## src/rtl/rx_align_seq.sv

```systemverilog
`timescale 1ns/1ps
module rx_align_seq #(
  parameter int LANES   = 4,
  parameter int CLK_NS  = 20,
  parameter int RST_CYC = 2,
  parameter int TMO_CYC = 4096
) (
  input  logic             clk,
  input  logic             rst_n,
  input  logic             restart,
  input  logic [LANES-1:0] lane_idle,
  input  logic [LANES-1:0] lane_lock,
  input  logic [LANES-1:0] lane_rst_done,
  input  logic             m_sync_done,
  input  logic             m_phalign_done,
  output logic [LANES-1:0] lane_dly_rst,
  output logic             done,
  output logic             aligned,
  output logic             failed
);
  localparam int LIM_CYC = 49 / CLK_NS;
  localparam int PC0     = (RST_CYC < LIM_CYC) ? RST_CYC : LIM_CYC;
  localparam int PULSE_C = (PC0 < 1) ? 1 : PC0;
  localparam int CW      = $clog2(TMO_CYC + PULSE_C + 1);

  typedef enum logic [2:0] {S_IDLE, S_PULSE, S_RDONE, S_SYNC, S_DONE, S_FAULT} st_t;

  st_t st, st_n;
  logic [CW-1:0] cnt;
  logic sync_q, stat_q;
  logic go_ok, sync_rise, tmo, pulse_end;

  assign go_ok     = (~&lane_idle) & (&lane_lock);
  assign sync_rise = m_sync_done & ~sync_q;
  assign tmo       = (cnt == CW'(TMO_CYC - 1));
  assign pulse_end = (cnt == CW'(PULSE_C - 1));

  always_comb begin
    st_n = st;
    if (restart) st_n = S_IDLE;
    else begin
      case (st)
        S_IDLE:  if (go_ok) st_n = S_PULSE;
        S_PULSE: if (!go_ok) st_n = S_IDLE;
                 else if (pulse_end) st_n = S_RDONE;
        S_RDONE: if (!go_ok) st_n = S_IDLE;
                 else if (&lane_rst_done) st_n = S_SYNC;
                 else if (tmo) st_n = S_FAULT;
        S_SYNC:  if (!go_ok) st_n = S_IDLE;
                 else if (sync_rise) st_n = S_DONE;
                 else if (tmo) st_n = S_FAULT;
        default: st_n = st;
      endcase
    end
  end

  always_ff @(posedge clk) begin
    if (!rst_n) begin
      st     <= S_IDLE;
      cnt    <= '0;
      sync_q <= 1'b0;
      stat_q <= 1'b0;
    end else begin
      st     <= st_n;
      sync_q <= m_sync_done;
      if (st_n != st) cnt <= '0;
      else if (!tmo) cnt <= cnt + 1'b1;
      if (st == S_SYNC && st_n == S_DONE) stat_q <= m_phalign_done;
    end
  end

  assign lane_dly_rst = {LANES{st == S_PULSE}};
  assign done         = (st == S_DONE);
  assign aligned      = done & stat_q;
  assign failed       = (st == S_FAULT) | (done & ~stat_q);
endmodule


```

## config.mk

```make
export PLATFORM = sky130hd
export DESIGN_NAME = rx_align_seq
export DESIGN_NICKNAME = d
export VERILOG_FILES = /design/src/rtl/rx_align_seq.sv
export SDC_FILE = /design/constraint.sdc
export NUM_CORES = 1
export LEC_CHECK = 0
export ABC_AREA = 0
export BUFFER_PORTS_ARGS = -buffer_cell sky130_fd_sc_hd__buf_2
export CORE_MARGIN = 2
export CORE_UTILIZATION = 40
export DETAILED_ROUTE_END_ITERATION = 16
export PLACE_DENSITY = 0.59
export SYNTH_ARGS = -nofsm -noshare
export SYNTH_HDL_FRONTEND = slang
export SYNTH_SLANG_ARGS = --single-unit
```

## constraint.sdc

```tcl
create_clock -name clk -period 3.59 [get_ports clk]
set_clock_uncertainty 0.1 [all_clocks]
set_input_delay 0.718 -clock clk [delete_from_list [all_inputs] [get_ports clk]]
set_output_delay 0.718 -clock clk [all_outputs]
set_load 0.005 [all_outputs]
```

Yosys cells after proc, flatten, opt, wreduce, memory -nomap -nowiden
Index checks and enable logic that the tools add are counted.

storage, ports and cells
  register bits = 18
  bits of input ports = 17
  logic and storage cells = 39

cells by class
  add/sub/neg operators = 1
  equality and inequality tests = 9
  muxes and demuxes = 10
  bitwise gates (word level) = 8
  reductions and logical operators = 7

operator list
  operator                                                                  number
  3-bit 2-to-1 mux                                                          9
  13-bit by 1-bit adder with 13-bit output (second input constant)          1
  13-bit by 1-bit equality test with 1-bit output (second input constant)   1
  13-bit by 12-bit equality test with 1-bit output (second input constant)  1
  3-bit one-hot mux with 4 select lines                                     1
  4-bit AND reduction                                                       3
  3-bit equality test (second input constant)                               3
  3-bit by 2-bit equality test with 1-bit output (second input constant)    2
  1-bit AND                                                                 4
  3-bit by 1-bit equality test with 1-bit output (second input constant)    1
  3-bit logical NOT                                                         1
  3-bit inequality test                                                     1
  1-bit inverter                                                            3
  2-bit OR reduction                                                        1
  1-bit logical AND                                                         1
  1-bit logical NOT                                                         1
  1-bit bitwise OR                                                          1

Longest topological paths before layout
Gate-level depths: netlist (run 1).

  word-level depth = 8
  gate-level depth with buffers = 9
  depth with buffers taken out = 8

Worst setup path before layout (run 1)
No wires, ideal clock.

  kind = in2reg
  start = input m_sync_done
  end = register cnt[10]
  library setup time = 0.125 ns
  arrival time = 2.056 ns
  required time = 3.365 ns
  path slack = 1.310 ns
  stages = 7
  path buffers = 1
  path through = nor2b_1 a21oi_1 nand2_1 a21oi_1 mux2i_1 buf_2 nor3_2

between the ends
  longest elaborated chain between the ends = 7

ends and longest elaborated chain
  what                                   line  RTL
  start, declared                        14    input logic m_sync_done,
  1-bit AND                              34    assign sync_rise = m_sync_done & ~sync_q;
  3-bit 2-to-1 mux                       50    else if (sync_rise) st_n = S_DONE;
  3-bit 2-to-1 mux                       49    S_SYNC: if (!go_ok) st_n = S_IDLE;
  3-bit one-hot mux with 4 select lines  42    case (st)
  3-bit 2-to-1 mux                       40    if (restart) st_n = S_IDLE;
  3-bit inequality test                  66    if (st_n != st) cnt <= '0;
  2-bit OR reduction (no line)           -
  end signal, assigned                   67    else if (!tmo) cnt <= cnt + 1'b1;
  end, declared                          29    logic [CW-1:0] cnt;

Every way passes these cells.
A chain may end at the register's enable or synchronous reset.

Final worst setup path (run 1)
  start = register cnt[0]
  end = register cnt[6]

between the ends
  longest elaborated chain between the ends = 8
  elaborated cells between the ends (all ways) = 14
  classes of those cells = add/sub: 1; eq/ne: 3; mux: 9; reduce/logical: 1

ends and longest elaborated chain
  what                                              line    RTL
  13-bit by 12-bit equality test with 1-bit output  35      assign tmo = (cnt == CW'(TMO_CYC - 1));
  3-bit 2-to-1 mux                                  48, 51
  3-bit 2-to-1 mux (on tied branches)               50, 47
  3-bit 2-to-1 mux (on tied branches)               49, 46
  3-bit one-hot mux with 4 select lines             42
  3-bit 2-to-1 mux                                  40
  3-bit inequality test                             66
  2-bit OR reduction (no line)                      -

Several ways; a longest one is shown, not always the timed one.

==> results of run 1 <==
[final timing paths]
kind	depth (start not counted)	start	to	slack (ns)
setup / recovery	7	cnt[0]	cnt[6]	1.04
hold / removal	2	cnt[12]	cnt[12]	0.44
setup reg to reg	7	cnt[0]	cnt[6]	1.04
hold reg to reg	2	cnt[12]	cnt[12]	0.44
[sequential cells by signal, summed over array words and instances, names as in the netlist]
signal and flops:
st 3, stat_q 1, cnt 13, sync_q 1
[cell usage after synthesis, types with 4 or more instances]
cell	number
nand2_1	19
inv_1	4
nor3_1	4
dfxtp_1	18
nor2_1	14
nor3_2	10
nand2b_1	4
xor2_1	4
a21oi_1	10
nand3_1	4
o211ai_1	4
and4_1	4
[metrics by stage]
stage | area, um2 | hold slack [ns] | power (uW) | cells | util, %
2_1_floorplan | 1230 | 0.374 | 232 | 148 | -
3_3_place_gp | 1340 | 0.406 | 245 | 196 | 44.5
3_5_place_dp | 1340 | 0.418 | 246 | 196 | 44.5
4_1_cts | 1370 | 0.438 | 378 | 200 | 45.7
5_1_grt | 1370 | 0.470 | 387 | 200 | 45.7
6_report | 1370 | 0.438 | 372 | 200 | 45.7
[power groups by stage]
stage / Combinational [uW] / Clock [uW] / Sequential (uW)
floorplan: 20.6 / 0 / 211
global placement: 32.9 / 0 / 212
detailed placement: 33.7 / 0 / 213
CTS: 33.9 / 135 / 208
global route: 37.5 / 141 / 209
finish: 33.6 / 131 / 208
[layout make-up]
| type | count | area (um2) |
|---|---|---|
| Inverter | 4 | 15.0 |
| Fill cell | 311 | 1630 |
| Multi-Input combinational cell | 116 | 790 |
| Clock buffer | 4 | 36.3 |
| Timing Repair Buffer | 25 | 130 |
| Tap cell | 33 | 41.3 |
| Sequential cell | 18 | 360 |
[cell families (layout without fill, tap and decap cells)]
logic type | Yosys count | in the layout | synth area share [%]
buf+inv | 14 | 33 | 6.70
simple gates | 78 | 78 | 37.8
xor+xnor | 6 | 6 | 4.26
compound gates | 28 | 28 | 18.1
fa+ha+maj | 2 | 2 | 2.03
mux | 2 | 2 | 1.93
flops | 18 | 18 | 29.2
[worst max-delay path, cell delays in order, from the launching register on]
cell	delay, ns
dfxtp_1	0.37
ha_1	0.33
and3_1	0.25
nand4_2	0.14
a21bo_2	0.27
a211oi_2	0.68
o211ai_1	0.21
nor3_2	0.14
[per-layer routing]
metal	routed length [um]	GRT usage (%)
met4	59	6.67
met5	0	0
met2	1250	28.6
met1	1340	21.1
met3	142	2.62
==> impl_results.md, run 1 <==
- Final Cycle Share: a little under three quarters
- Internal Power: about 280 uW
- Clk network pwr share: a little over a third
- Synthesized instance count: around 150
- Most frequent cells in the layout: buf_2, nand2_1, dfxtp_1, nor2_1
- Top post-synthesis cells by area: dfxtp_1, nor3_2, nand2_1
- Die area: 3540 um2
- YS warnings: 0
- Clock Sinks: 18
- Top_reg_cell synth: dfxtp_1
- Clock Latency Late Sink: roughly 0.30 ns
- Sw frac: around 24%
- Power Density: approximately 270 nW/um2
- Drt drc: 0
- Hold_buf cts: 0
- 1st-iter DRT viols: 26
- Combinational power share: 9.0%
- Initial antenna violation count: 0
- Worst VDD drop: 0.184 mV
- Number of top-level pins: 24
- Fmax: ~390 MHz
- Ant. Diodes: 0
- Max-cap viol count: 0
- Clock Tree Buf Depth: 2
- Worst Tran Pin Value: between 0.8 and 0.9 ns
- Pre-CTS WS: 1.03 ns
- Final Hold Vio Count: 0
- CTS tree: built
- First-pass GRT wire length: approximately 4.5 mm
- Min cycle time layout: approximately 2.6 ns
- GRT Residual Overflow: 0
- HP Class: reg2reg
- Post-synth cell types: 44
- GRT Resource Usage Total: around 17%
- Commonest non-fill, non-tap cell in the layout: buf_2
- FFs w/ async S/R, synth: 0%
- Final setup TNS: 0 ns
- Pin count of the biggest net entering global routing: 14
- Final WS setup: 1.04 ns
- CTS root buf: clkbuf_4
- Worst slew margin: a little under half
- Area grow syn2layout: 11.4%
- HPWL Detailed: approximately 2.1 mm
- Top cell type's share of synthesized area: 29.2%
- WP data arrival: between 2 and 3 ns
- Final setup violation count: 0
- ANT nets after route: 0
- H-tree depth: 1
- Status: finished, final reports clean
- EDFF count, synth: 0
- Critical path class: reg2reg
- Postcts setup bufs: 0
- Wire length after detailed routing: around 2.8 mm
- Die Ht: 59.5 um
- Crit start category: register
- Initial core utilization: about two fifths
- P_sw: around 91 uW
- Routability cong.: 0.758
- Core ar.: about 3000 um2
- Crit path required time: 3.72 ns
- Horiz. Die Dim: between 50 and 60 um
- Leakage power: approximately 0.00062 uW
- CTS Buf Count: 3
- Post-Synthesis Cell Area: about 1200 um2
- Seq/Total Area, Yosys: roughly 29%
- Flop pwr share: between 50% and 60%
- Worst Path Max Fanout: 13
- Number of cell rows: 20
- Yosys top cell by area: dfxtp_1
- RSZ-0062 raised after global routing: no
- Via count: about 1100
- Vias in the first global route: between 1000 and 1500
- Max Slew Vio Count: 0
- Syn_area_per_cell: around 8.3 um2
- Fin nets: ~190
- CTS-repair resized insts: 0
- Fraction of layout cells with a size suffix above 1: ~28%
- Setup crit end kind: register
- Routed vias/inst: around 5.7
- #FFs+latches synth: 18
- Port buffer count: 23
- Mapped Nets: 167
- Pre-Repair DR Iteration Count: 5
- Clk slew on worst S/H paths: 0.11 ns
- WL per Instance: ~14 um
Note: power is estimated with default switching activity, not from simulation.
==> inputs of run 2 (changes only) <==
==> constraint.sdc (replaced) <==
create_clock -name clk -period 2.6 [get_ports clk]
set_clock_uncertainty 0.1 [all_clocks]
set_input_delay 0.52 -clock clk [delete_from_list [all_inputs] [get_ports clk]]
set_output_delay 0.52 -clock clk [all_outputs]
set_load 0.005 [all_outputs]
==> run 2 against run 1 <==
Compared with the run above: highest routed layer unchanged; maximum frequency grew 15%; largest cell class unchanged; via count grew 1.9%; non-clock buffer count grew 3; die area is the same; critical path depth grew 1; largest power group unchanged.
==> impl_results.md, run 2 (synthesis results as in run 1) <==
- Final Hold Vio Count: 0 (unchanged)
- Fraction of layout cells with a size suffix above 1: 28.4% (+0.86 points)
- Worst VDD drop: 0.180 mV (-2.4%)
- Final setup violation count: 0 (unchanged)
- H-tree depth: 1 (unchanged)
- Horiz. Die Dim: 59.5 um (unchanged)
- Combinational power share: 10.4% (+1.4 points)
- P_sw: 115 uW (+27%)
- Commonest non-fill, non-tap cell in the layout: buf_2
- Final WS setup: 0.379 ns (-0.658 ns)
- Power Density: 343 nW/um2 (+27%)
- Drt drc: 0 (unchanged)
- Pin count of the biggest net entering global routing: 14 (unchanged)
- CTS tree: built
- Sw frac: 24.3% (-0.12 points)
- HP Start: m_sync_done
- Initial core utilization: 41.0% (unchanged)
- Port buffer count: 23 (unchanged)
- Wire length after detailed routing: 2.84 mm (+1.5%)
- HPWL Detailed: 2.02 mm (-3.7%)
- GRT Resource Usage Total: 17.6% (+0.86 points)
- RSZ-0062 raised after global routing: no
- Fin area: 1380 um2 (+0.64%)
- Worst Path Max Fanout: 13 (unchanged)
- Ant. Diodes: 0 (unchanged)
- Final setup TNS: 0 ns (unchanged)
- Vias in the first global route: 1083 (+2.4%)
- Worst Tran Pin Value: 0.381 ns (-0.431 ns)
- Crit start category: register
- Fill count: 290 (-6.8%)
- Max FFs per register: 13 (unchanged)
- Routability cong.: 0.805 (+6.2%)
- Hold_buf cts: 0 (unchanged)
- First-pass GRT wire length: 4.77 mm (+5.2%)
- Fmax: 450 MHz (+15%)
- Flop pwr share: 60.5% (+4.6 points)
- Most frequent cells in the layout: buf_2, nand2_1, dfxtp_1, nor2_1
- Max Slew Vio Count: 0 (unchanged)
- R2r startpoint: cnt[0]
- WP data arrival: 2.30 ns (-0.39 ns)
- CTS Buf Count: 3 (unchanged)
- Routed vias/inst: 5.73 (+0.93%)
- Min cycle time layout: 2.22 ns (-0.332 ns)
- HP Class: in2reg
- Via count: 1157 (+1.9%)
- Status: finished, final reports clean
- Max-cap viol count: 0 (unchanged)
- ANT nets after route: 0 (unchanged)
- Clock Tree Buf Depth: 2 (unchanged)
- Total power: 474 uW (+27%)
- Pre-Repair DR Iteration Count: 4 (-1)
- Die area: 3540 um2 (unchanged)
- Area grow syn2layout: 12.1%
- Clk slew on worst S/H paths: 0.10 ns (about the same)
- Leakage power: 0.000633 uW (+1.4%)
- Clk network pwr share: 29.2% (-5.9 points)
- Postcts setup bufs: 0 (unchanged)
- Number of top-level pins: 24 (unchanged)
- 1st-iter DRT viols: 42 (+62%)
- CTS-repair resized insts: 0 (unchanged)
- Crit path required time: 2.68 ns (-1.04 ns)
- Final Cycle Share: 85.4% (+14 points)
- Core ar.: 3000 um2 (unchanged)
- Critical path class: reg2reg
- GRT Residual Overflow: 0 (unchanged)
- Internal Power: 359 uW (+28%)
- Hold WS: 0.337 ns (-0.102 ns)
- Clock Sinks: 18 (unchanged)
- Initial antenna violation count: 0 (unchanged)
- WL per Instance: 14.0 um (+0.53%)
- Fin nets: 190 (+1.6%)
- Largest Register: cnt
- CTS root buf: clkbuf_4
- Worst slew margin: 74.4% (+29 points)
- Number of cell rows: 20 (unchanged)
- Clock Latency Late Sink: 0.29 ns (about the same)
- DP Area: 1360 um2 (+1.7%)
- Biggest registers after layout: cnt: 13 flops, st: 3 flops
- Pre-CTS WS: 0.393 ns (-0.640 ns)
- Die Ht: 59.5 um (unchanged)
- CP startpoint: cnt[0]
- Setup crit end kind: register
[run 2: changes by cell type in the layout (fill, tap and decap cells not counted), sizes merged]
cell and change:
buf +3, clkbuf -1
[run 2: final cells by class]
| type | count | area (um2) | share of cell area (%) |
|---|---|---|---|
| well taps | 33 | 41.3 | 2.99 |
| inverters | 4 | 15.0 | 1.09 |
| clock buffers | 3 | 22.5 | 1.63 |
| repair buffers | 28 | 153 | 11.1 |
| multi-input cells | 116 | 790 | 57.2 |
| flip-flops and latches | 18 | 360 | 26.1 |
[run 2: worst paths after layout]
check / cells after the start / slack, ns / to
setup reg to reg: 8 / 0.38 / cnt[12]
hold reg to reg: 2 / 0.43 / cnt[12]
setup / recovery: 8 / 0.38 / cnt[12]
hold / removal: 2 / 0.34 / sync_q
[run 2: worst max-delay path, cell delays in order, from the launching register on]
cell     delay, ns
dfxtp_1       0.40
ha_1          0.16
nor4b_1       0.20
and4_1        0.25
o21ba_4       0.17
a41oi_4       0.24
mux2i_2       0.24
buf_4         0.26
nor3_1        0.08
[run 2: metal layers]
| metal | wire [um] | part of all wire (%) | GRT usage [%] | vias to the layer above |
|---|---|---|---|---|
| met4 | 47 | 1.7 | 8.25 | 0 |
| met1 | 1400 | 49 | 23.8 | 529 |
| li1 | - | - | - | 581 |
| met5 | 0 | 0 | 0 | - |
| met3 | 139 | 4.9 | 2.18 | 10 |
| met2 | 1250 | 44 | 27.9 | 37 |
[run 2: power by group through the flow]
stage                     clock [uW]  combinational [uW]  sequential (uW)
after floorplan                    0                28.4              291
after global routing             155                55.8              288
final                            138                49.2              287
after CTS                        147                49.6              287
after detailed placement           0                49.1              293
after global placement             0                48.4              293
[run 2: per-stage QoR]
| stage | util (%) | cells |
|---|---|---|
| finish | 46.0 | 202 |
| global placement | 45.3 | 199 |
| detailed placement | 45.3 | 199 |
| CTS | 46.0 | 202 |
| global route | 46.0 | 202 |
| floorplan | - | 148 |
